**config.mk**
```make
export PLATFORM = sky130hd
export DESIGN_NAME = nib_reg_if
export DESIGN_NICKNAME = d
export VERILOG_FILES = /design/src/rtl/nri_pkg.sv /design/src/rtl/nri_sync.sv /design/src/rtl/nri_ctrl.sv /design/src/rtl/nri_regs.sv /design/src/rtl/nib_reg_if.sv
export SDC_FILE = /design/constraint.sdc
export NUM_CORES = 1
export LEC_CHECK = 0
export BUFFER_PORTS_ARGS = -buffer_cell sky130_fd_sc_hd__buf_2
export CORE_AREA = 5 5 73 75
export DETAILED_ROUTE_END_ITERATION = 7
export DIE_AREA = 0 0 78 80
export GPL_TIMING_DRIVEN = 0
export PLACE_DENSITY = 0.77
export SYNTH_ARGS = -nofsm -noshare
export SYNTH_HDL_FRONTEND = slang
export SYNTH_SLANG_ARGS = --single-unit
```
**constraint.sdc**
```tcl
create_clock -name clk -period 2.7 [get_ports clk]
set_clock_uncertainty 0.2 [all_clocks]
set_input_delay 0.135 -clock clk [delete_from_list [all_inputs] [get_ports clk]]
set_output_delay 0.135 -clock clk [all_outputs]
set_load 0.01 [all_outputs]
```
**src/rtl/nri_pkg.sv**
```systemverilog
package nri_pkg;
    localparam int NIB_W  = 4;
    localparam int DATA_W = 2 * NIB_W;
    localparam int X_W    = 2 * NIB_W;
    localparam int Y_W    = 7;
    localparam int BANK_W = 3;
    localparam int Y_MAX_DEF = 67;

    localparam logic [NIB_W-1:0] A_XLO  = 4'h0;
    localparam logic [NIB_W-1:0] A_XHI  = 4'h1;
    localparam logic [NIB_W-1:0] A_YLO  = 4'h2;
    localparam logic [NIB_W-1:0] A_YHI  = 4'h3;
    localparam logic [NIB_W-1:0] A_BANK = 4'hE;
    localparam logic [NIB_W-1:0] A_RPTR = 4'hF;
    localparam logic [NIB_W-1:0] NIB_UNDEF = 4'hF;

    typedef enum logic [2:0] {
        ST_IDLE,
        ST_WR_LOW,
        ST_COMMIT,
        ST_RD_FIRST,
        ST_RD_HOLD
    } nri_state_e;
endpackage

```
**src/rtl/nri_sync.sv**
```systemverilog
module nri_sync #(
    parameter int W      = 1,
    parameter int STAGES = 2,
    parameter logic [W-1:0] RST_VAL = '0
) (
    input  logic         clk,
    input  logic         rst_n,
    input  logic [W-1:0] d,
    output logic [W-1:0] q
);
    logic [W-1:0] chain [STAGES];

    generate
        for (genvar i = 0; i < STAGES; i++) begin : g_stage
            if (i == 0) begin : g_first
                always_ff @(posedge clk or negedge rst_n) begin
                    if (!rst_n) chain[i] <= RST_VAL;
                    else        chain[i] <= d;
                end
            end else begin : g_next
                always_ff @(posedge clk or negedge rst_n) begin
                    if (!rst_n) chain[i] <= RST_VAL;
                    else        chain[i] <= chain[i-1];
                end
            end
        end
    endgenerate

    assign q = chain[STAGES-1];
endmodule

```
**src/rtl/nri_ctrl.sv**
```systemverilog
module nri_ctrl
    import nri_pkg::*;
(
    input  logic              clk,
    input  logic              rst_n,
    input  logic              s_cs_n,
    input  logic              s_rs,
    input  logic              s_rd_n,
    input  logic              s_wr_n,
    input  logic [DATA_W-1:0] s_data,
    output nri_state_e        state,
    output logic              lat_rs,
    output logic [DATA_W-1:0] lat_data,
    output logic              reg_wr,
    output logic              ram_wr,
    output logic              ram_rd,
    output logic              bus_drive
);
    nri_state_e state_n;
    logic       capture;

    always_comb begin
        state_n = state;
        capture = 1'b0;
        unique case (state)
            ST_IDLE: begin
                if (!s_cs_n && !s_wr_n) begin
                    state_n = ST_WR_LOW;
                    capture = 1'b1;
                end else if (!s_cs_n && !s_rd_n) begin
                    state_n = ST_RD_FIRST;
                    capture = 1'b1;
                end
            end
            ST_WR_LOW: begin
                if (s_wr_n) state_n = ST_COMMIT;
                else        capture = 1'b1;
            end
            ST_COMMIT: state_n = ST_IDLE;
            ST_RD_FIRST, ST_RD_HOLD: begin
                if (s_rd_n || s_cs_n) state_n = ST_IDLE;
                else                  state_n = ST_RD_HOLD;
            end
            default: state_n = ST_IDLE;
        endcase
    end

    always_ff @(posedge clk or negedge rst_n) begin
        if (!rst_n) begin
            state    <= ST_IDLE;
            lat_rs   <= 1'b0;
            lat_data <= '0;
        end else begin
            state <= state_n;
            if (capture) begin
                lat_rs   <= s_rs;
                lat_data <= s_data;
            end
        end
    end

    always_comb begin
        reg_wr    = 1'b0;
        ram_wr    = 1'b0;
        ram_rd    = 1'b0;
        bus_drive = 1'b0;
        unique case (state)
            ST_IDLE, ST_WR_LOW: ;
            ST_COMMIT: begin
                reg_wr = lat_rs;
                ram_wr = !lat_rs;
            end
            ST_RD_FIRST: begin
                bus_drive = 1'b1;
                ram_rd    = !lat_rs;
            end
            ST_RD_HOLD: bus_drive = 1'b1;
            default: ;
        endcase
    end
endmodule

```
**src/rtl/nri_regs.sv**
```systemverilog
module nri_regs
    import nri_pkg::*;
#(
    parameter int Y_MAX = Y_MAX_DEF
) (
    input  logic             clk,
    input  logic             rst_n,
    input  logic             wr_en,
    input  logic [NIB_W-1:0] waddr,
    input  logic [NIB_W-1:0] wdata,
    output logic [X_W-1:0]   x_addr,
    output logic [Y_W-1:0]   y_addr,
    output logic [NIB_W-1:0] rd_nib,
    output logic             y_err
);
    localparam int Y_HI_W = Y_W - NIB_W;

    logic [NIB_W-1:0]  ptr_q;
    logic [BANK_W-1:0] bank_q;
    logic [Y_W-1:0]    y_lo_cand;
    logic [Y_W-1:0]    y_hi_cand;
    logic              bank0;

    assign bank0     = (bank_q == '0);
    assign y_lo_cand = {y_addr[Y_W-1:NIB_W], wdata};
    assign y_hi_cand = {wdata[Y_HI_W-1:0], y_addr[NIB_W-1:0]};

    always_ff @(posedge clk or negedge rst_n) begin
        if (!rst_n) begin
            ptr_q  <= '0;
            bank_q <= '0;
            x_addr <= '0;
            y_addr <= '0;
            y_err  <= 1'b0;
        end else if (wr_en) begin
            if (waddr == A_RPTR) begin
                ptr_q <= wdata;
            end else if (waddr == A_BANK) begin
                bank_q <= wdata[BANK_W-1:0];
            end else if (bank0) begin
                case (waddr)
                    A_XLO: x_addr[NIB_W-1:0] <= wdata;
                    A_XHI: x_addr[X_W-1:NIB_W] <= wdata;
                    A_YLO: begin
                        if (int'(y_lo_cand) <= Y_MAX) y_addr <= y_lo_cand;
                        else                          y_err  <= 1'b1;
                    end
                    A_YHI: begin
                        if (int'(y_hi_cand) <= Y_MAX) y_addr <= y_hi_cand;
                        else                          y_err  <= 1'b1;
                    end
                    default: ;
                endcase
            end
        end
    end

    always_comb begin
        rd_nib = NIB_UNDEF;
        if (ptr_q == A_RPTR) begin
            rd_nib = ptr_q;
        end else if (ptr_q == A_BANK) begin
            rd_nib = '0;
            rd_nib[BANK_W-1:0] = bank_q;
        end else if (bank0) begin
            case (ptr_q)
                A_XLO: rd_nib = x_addr[NIB_W-1:0];
                A_XHI: rd_nib = x_addr[X_W-1:NIB_W];
                A_YLO: rd_nib = y_addr[NIB_W-1:0];
                A_YHI: begin
                    rd_nib = '0;
                    rd_nib[Y_HI_W-1:0] = y_addr[Y_W-1:NIB_W];
                end
                default: rd_nib = NIB_UNDEF;
            endcase
        end
    end
endmodule

```
**src/rtl/nib_reg_if.sv**
```systemverilog
module nib_reg_if
    import nri_pkg::*;
#(
    parameter int SYNC_STAGES = 2,
    parameter int Y_MAX       = Y_MAX_DEF
) (
    input  logic                clk,
    input  logic                rst_n,
    input  logic                cs_n,
    input  logic                rs,
    input  logic                rd_n,
    input  logic                wr_n,
    input  logic [DATA_W-1:0]   bus_in,
    output logic [DATA_W-1:0]   bus_out,
    output logic                bus_oe,
    output logic                ram_we,
    output logic                ram_re,
    output logic [Y_W+X_W-1:0]  ram_addr,
    output logic [DATA_W-1:0]   ram_wdata,
    input  logic [DATA_W-1:0]   ram_rdata,
    output logic                y_err
);
    localparam int IN_W = DATA_W + 4;
    localparam logic [IN_W-1:0] IN_IDLE = {1'b1, 1'b0, 1'b1, 1'b1, {DATA_W{1'b0}}};

    logic [IN_W-1:0]   s_vec;
    logic              s_cs_n, s_rs, s_rd_n, s_wr_n;
    logic [DATA_W-1:0] s_data;
    nri_state_e        state;
    logic              lat_rs;
    logic [DATA_W-1:0] lat_data;
    logic              reg_wr;
    logic              bus_drive;
    logic [X_W-1:0]    x_addr;
    logic [Y_W-1:0]    y_addr;
    logic [NIB_W-1:0]  rd_nib;

    nri_sync #(.W(IN_W), .STAGES(SYNC_STAGES), .RST_VAL(IN_IDLE)) u_sync (
        .clk   (clk),
        .rst_n (rst_n),
        .d     ({cs_n, rs, rd_n, wr_n, bus_in}),
        .q     (s_vec)
    );

    assign {s_cs_n, s_rs, s_rd_n, s_wr_n, s_data} = s_vec;

    nri_ctrl u_ctrl (
        .clk       (clk),
        .rst_n     (rst_n),
        .s_cs_n    (s_cs_n),
        .s_rs      (s_rs),
        .s_rd_n    (s_rd_n),
        .s_wr_n    (s_wr_n),
        .s_data    (s_data),
        .state     (state),
        .lat_rs    (lat_rs),
        .lat_data  (lat_data),
        .reg_wr    (reg_wr),
        .ram_wr    (ram_we),
        .ram_rd    (ram_re),
        .bus_drive (bus_drive)
    );

    nri_regs #(.Y_MAX(Y_MAX)) u_regs (
        .clk    (clk),
        .rst_n  (rst_n),
        .wr_en  (reg_wr),
        .waddr  (lat_data[DATA_W-1:NIB_W]),
        .wdata  (lat_data[NIB_W-1:0]),
        .x_addr (x_addr),
        .y_addr (y_addr),
        .rd_nib (rd_nib),
        .y_err  (y_err)
    );

    assign bus_oe    = bus_drive;
    assign bus_out   = !bus_drive ? '0 : (lat_rs ? {{NIB_W{1'b1}}, rd_nib} : ram_rdata);
    assign ram_addr  = {y_addr, x_addr};
    assign ram_wdata = lat_data;
endmodule

```
==> metrics <==
Final Max Slew Viols 0; Hold WC Path Type reg -> reg; Leak Pwr 1.48 nW; status finished, final reports clean; global route overflow 0; WP data arrival 1.95 ns; Avg WL per Cell 15.5 µm; residual DRC count 0; cell area after synthesis 2320 µm²; setup violators final 0; critical path peak fanout 5; post-route ant nets 0; RSZ-0062 raised after global routing false; Die W between 70 and 80 µm; DR vias/cell ~5.3; Iteration-0 DRC Markers 43; Startpoint Class flip-flop; vias in the first global route ~1700; Detailed Place HPWL 3.18 mm; share of flip-flops with an asynchronous set or reset 1.00; Setup TNS 0 ns; design area 3020 µm²; via count 1650; Area growth syn-to-layout 30.6%; Clk pin slew, worst setup/hold paths 0.06 ns; Core ar. 4600 µm²; Slew @ Worst Pin 0.696 ns; footprint of the multi-input gates 806 µm²; Post-synth EDFFs 0; Rel. slew slack 0.536; total die area between 6000 and 7000 µm²; share of cells above drive strength 1 0.414; Crit path required time 2.37 ns; syn avg cell area ~14 µm²; r2r setup slk around 0.53 ns; Placed Area 2660 µm²; CP max stage delay between 0.4 and 0.5 ns; I/O Buffers 56; CTS H-tree depth 3; Final Hold Viols 0; Pwr Density 927 nW/µm²; CP Class reg -> out; initial antenna violation count 0; Layout Nets 273; Max Cap Violations 0; Seq/Total Area, Yosys 0.641; IO Count 57; Routed WL 4.81 mm; yosys warns 0; largest net degree at the start of global routing 60; min Tclk post-route 2.29 ns; fillers 356; CTS Sinks 59; Slowest cell on crit path nor3_1; Syn Nets 193; Max clock buf depth 2; first-pass GRT wire length 7.94 mm; Register Area 1480 µm²; maximum vdd ir drop approximately 530 µV; drt pass-1 iters 4; CP Cell Sequence nor3_1 > nand3_1 > a311oi_1 > nor2_1 > buf_2; Max Fclk 437 MHz; Die Ht about 80 µm; CTS resizes 0; Mapped Cells 171; Post-synth top flop dfrtp_1; post-route clock period utilization 0.848; antenna fix cells 0; clk_lat worst skew ~0.33 ns; cts bufs inserted 9; Total GRT Usage 0.168; crit path capture type output port; Netlist cell types 32; flops & latches, synth slightly below 60; Rows 25; Final GP Congestion 0.875; Initial Util 0.504; root buffer cell clkbuf_8; TritonCTS clock tree yes
[registers in the layout, indices dropped and copies added (netlist names)]
signal,flops
u_regs.ptr_q,4
u_ctrl.state,3
u_sync.chain,12
u_regs.x_addr,8
u_ctrl.lat_rs,1
u_sync.q,12
u_regs.bank_q,3
u_ctrl.lat_data,8
u_regs.y_err,1
u_regs.y_addr,7
[stage by stage]
stage	std cells	power (W)	worst slack, ns	utilization	hold slack [ns]
3_3_place_gp	281	0.00189	0.511	0.579	0.0406
5_1_grt	310	0.00296	0.220	0.658	0.155
2_1_floorplan	171	0.00163	0.734	-	-0.361
6_report	310	0.00280	0.411	0.658	0.147
3_5_place_dp	281	0.00191	0.545	0.579	0.0415
4_1_cts	310	0.00283	0.419	0.657	0.148
[cells in the final DEF (no fill, tap or decap), types with 2 or more instances in the layout]
master         count
clkbuf_1           6
a311oi_1           2
clkbuf_8          11
o41ai_1            2
dfrtp_1           53
bufinv_16          2
nor2_1            17
o31ai_1            4
nand2_1            7
mux2_1             3
buf_2             55
nor2b_1            4
dlygate4sd3_1     13
o221ai_1           3
a21o_1             2
nand3_1            4
nor3_1             3
nand4_1            4
inv_1              2
o21ai_0            5
a21oi_1            2
dfstp_2            6
mux2_2            26
nand2b_1           5
[what timing repair did]
action / CTS / global route
setup buffers: 0 / 0
hold buffers: 13 / 0
hold endpoints to repair: 65 / 0
[layer usage]
metal / vias up / wire length (µm) / GRT usage
li1: 788 / - / -
met1: 798 / 2110 / 0.213
met2: 52 / 2220 / 0.248
met3: 12 / 360 / 0.0463
met4: 0 / 118 / 0.115
met5: - / 0 / 0
[synth_stat cells (2+ instances only)]
cell type | instances | area (µm²)
o31ai_1 | 4 | 30.0
a21oi_1 | 2 | 10.0
nor2b_1 | 4 | 25.0
clkbuf_1 | 5 | 18.8
nand2b_1 | 5 | 31.3
mux2_1 | 3 | 33.8
o221ai_1 | 3 | 26.3
nor2_1 | 17 | 63.8
a311oi_1 | 2 | 17.5
a21o_1 | 2 | 15.0
dfstp_2 | 6 | 158
o21ai_0 | 5 | 25.0
mux2_2 | 26 | 293
nand3_1 | 4 | 20.0
nand4_1 | 4 | 25.0
dfrtp_1 | 53 | 1330
nand2_1 | 7 | 26.3
nor3_1 | 3 | 15.0
inv_1 | 2 | 7.51
o41ai_1 | 2 | 17.5
[worst paths after layout]
kind	from	end	depth (start not counted)
worst min register to register	u_sync.chain[13]	u_sync.q[1]	0
max in group asynchronous	rst_n	u_sync.q[10]	2
min in group asynchronous	rst_n	u_regs.x_addr[7]	2
worst min-delay path	u_sync.chain[13]	u_sync.q[1]	0
worst max-delay path	u_regs.bank_q[2]	bus_out[3]	5
worst max register to register	u_ctrl.lat_data[1]	u_regs.y_addr[6]	4
[cells by family after synthesis]
group / after synthesis / share of synthesized area
flip-flops: 59 / 0.641
AND/OR/NAND/NOR: 49 / 0.111
multiplexers: 31 / 0.155
AO/OA/AOI/OAI: 25 / 0.0816
buffers and inverters: 7 / 0.0113
[critical path, delay by kind of cell (launching register included)]
kind / cells / cell delay, ns
DFF: 1 / 0.40
buffers and inverters: 1 / 0.14
AOI/OAI and AO/OA: 1 / 0.30
and+or+nand+nor: 3 / 0.79
[final cells by class]
class | count | area share
sequential | 59 | 0.491
multi-input combinational | 105 | 0.266
timing repair buffer | 69 | 0.137
clock buffer | 12 | 0.0513
clock inverter | 4 | 0.0240
tap | 54 | 0.0223
buffer | 5 | 0.00621
inverter | 2 | 0.00248
[where the power goes]
part	switching [W]	internal, W	total (W)	leakage [nW]
clock network	0.000324	0.000568	0.000893	0.113
registers	0.000179	0.00106	0.00124	0.731
logic	0.000349	0.000323	0.000672	0.640
total	0.000852	0.00195	0.00280	1.48
Note: power is estimated with default switching activity, not from simulation.
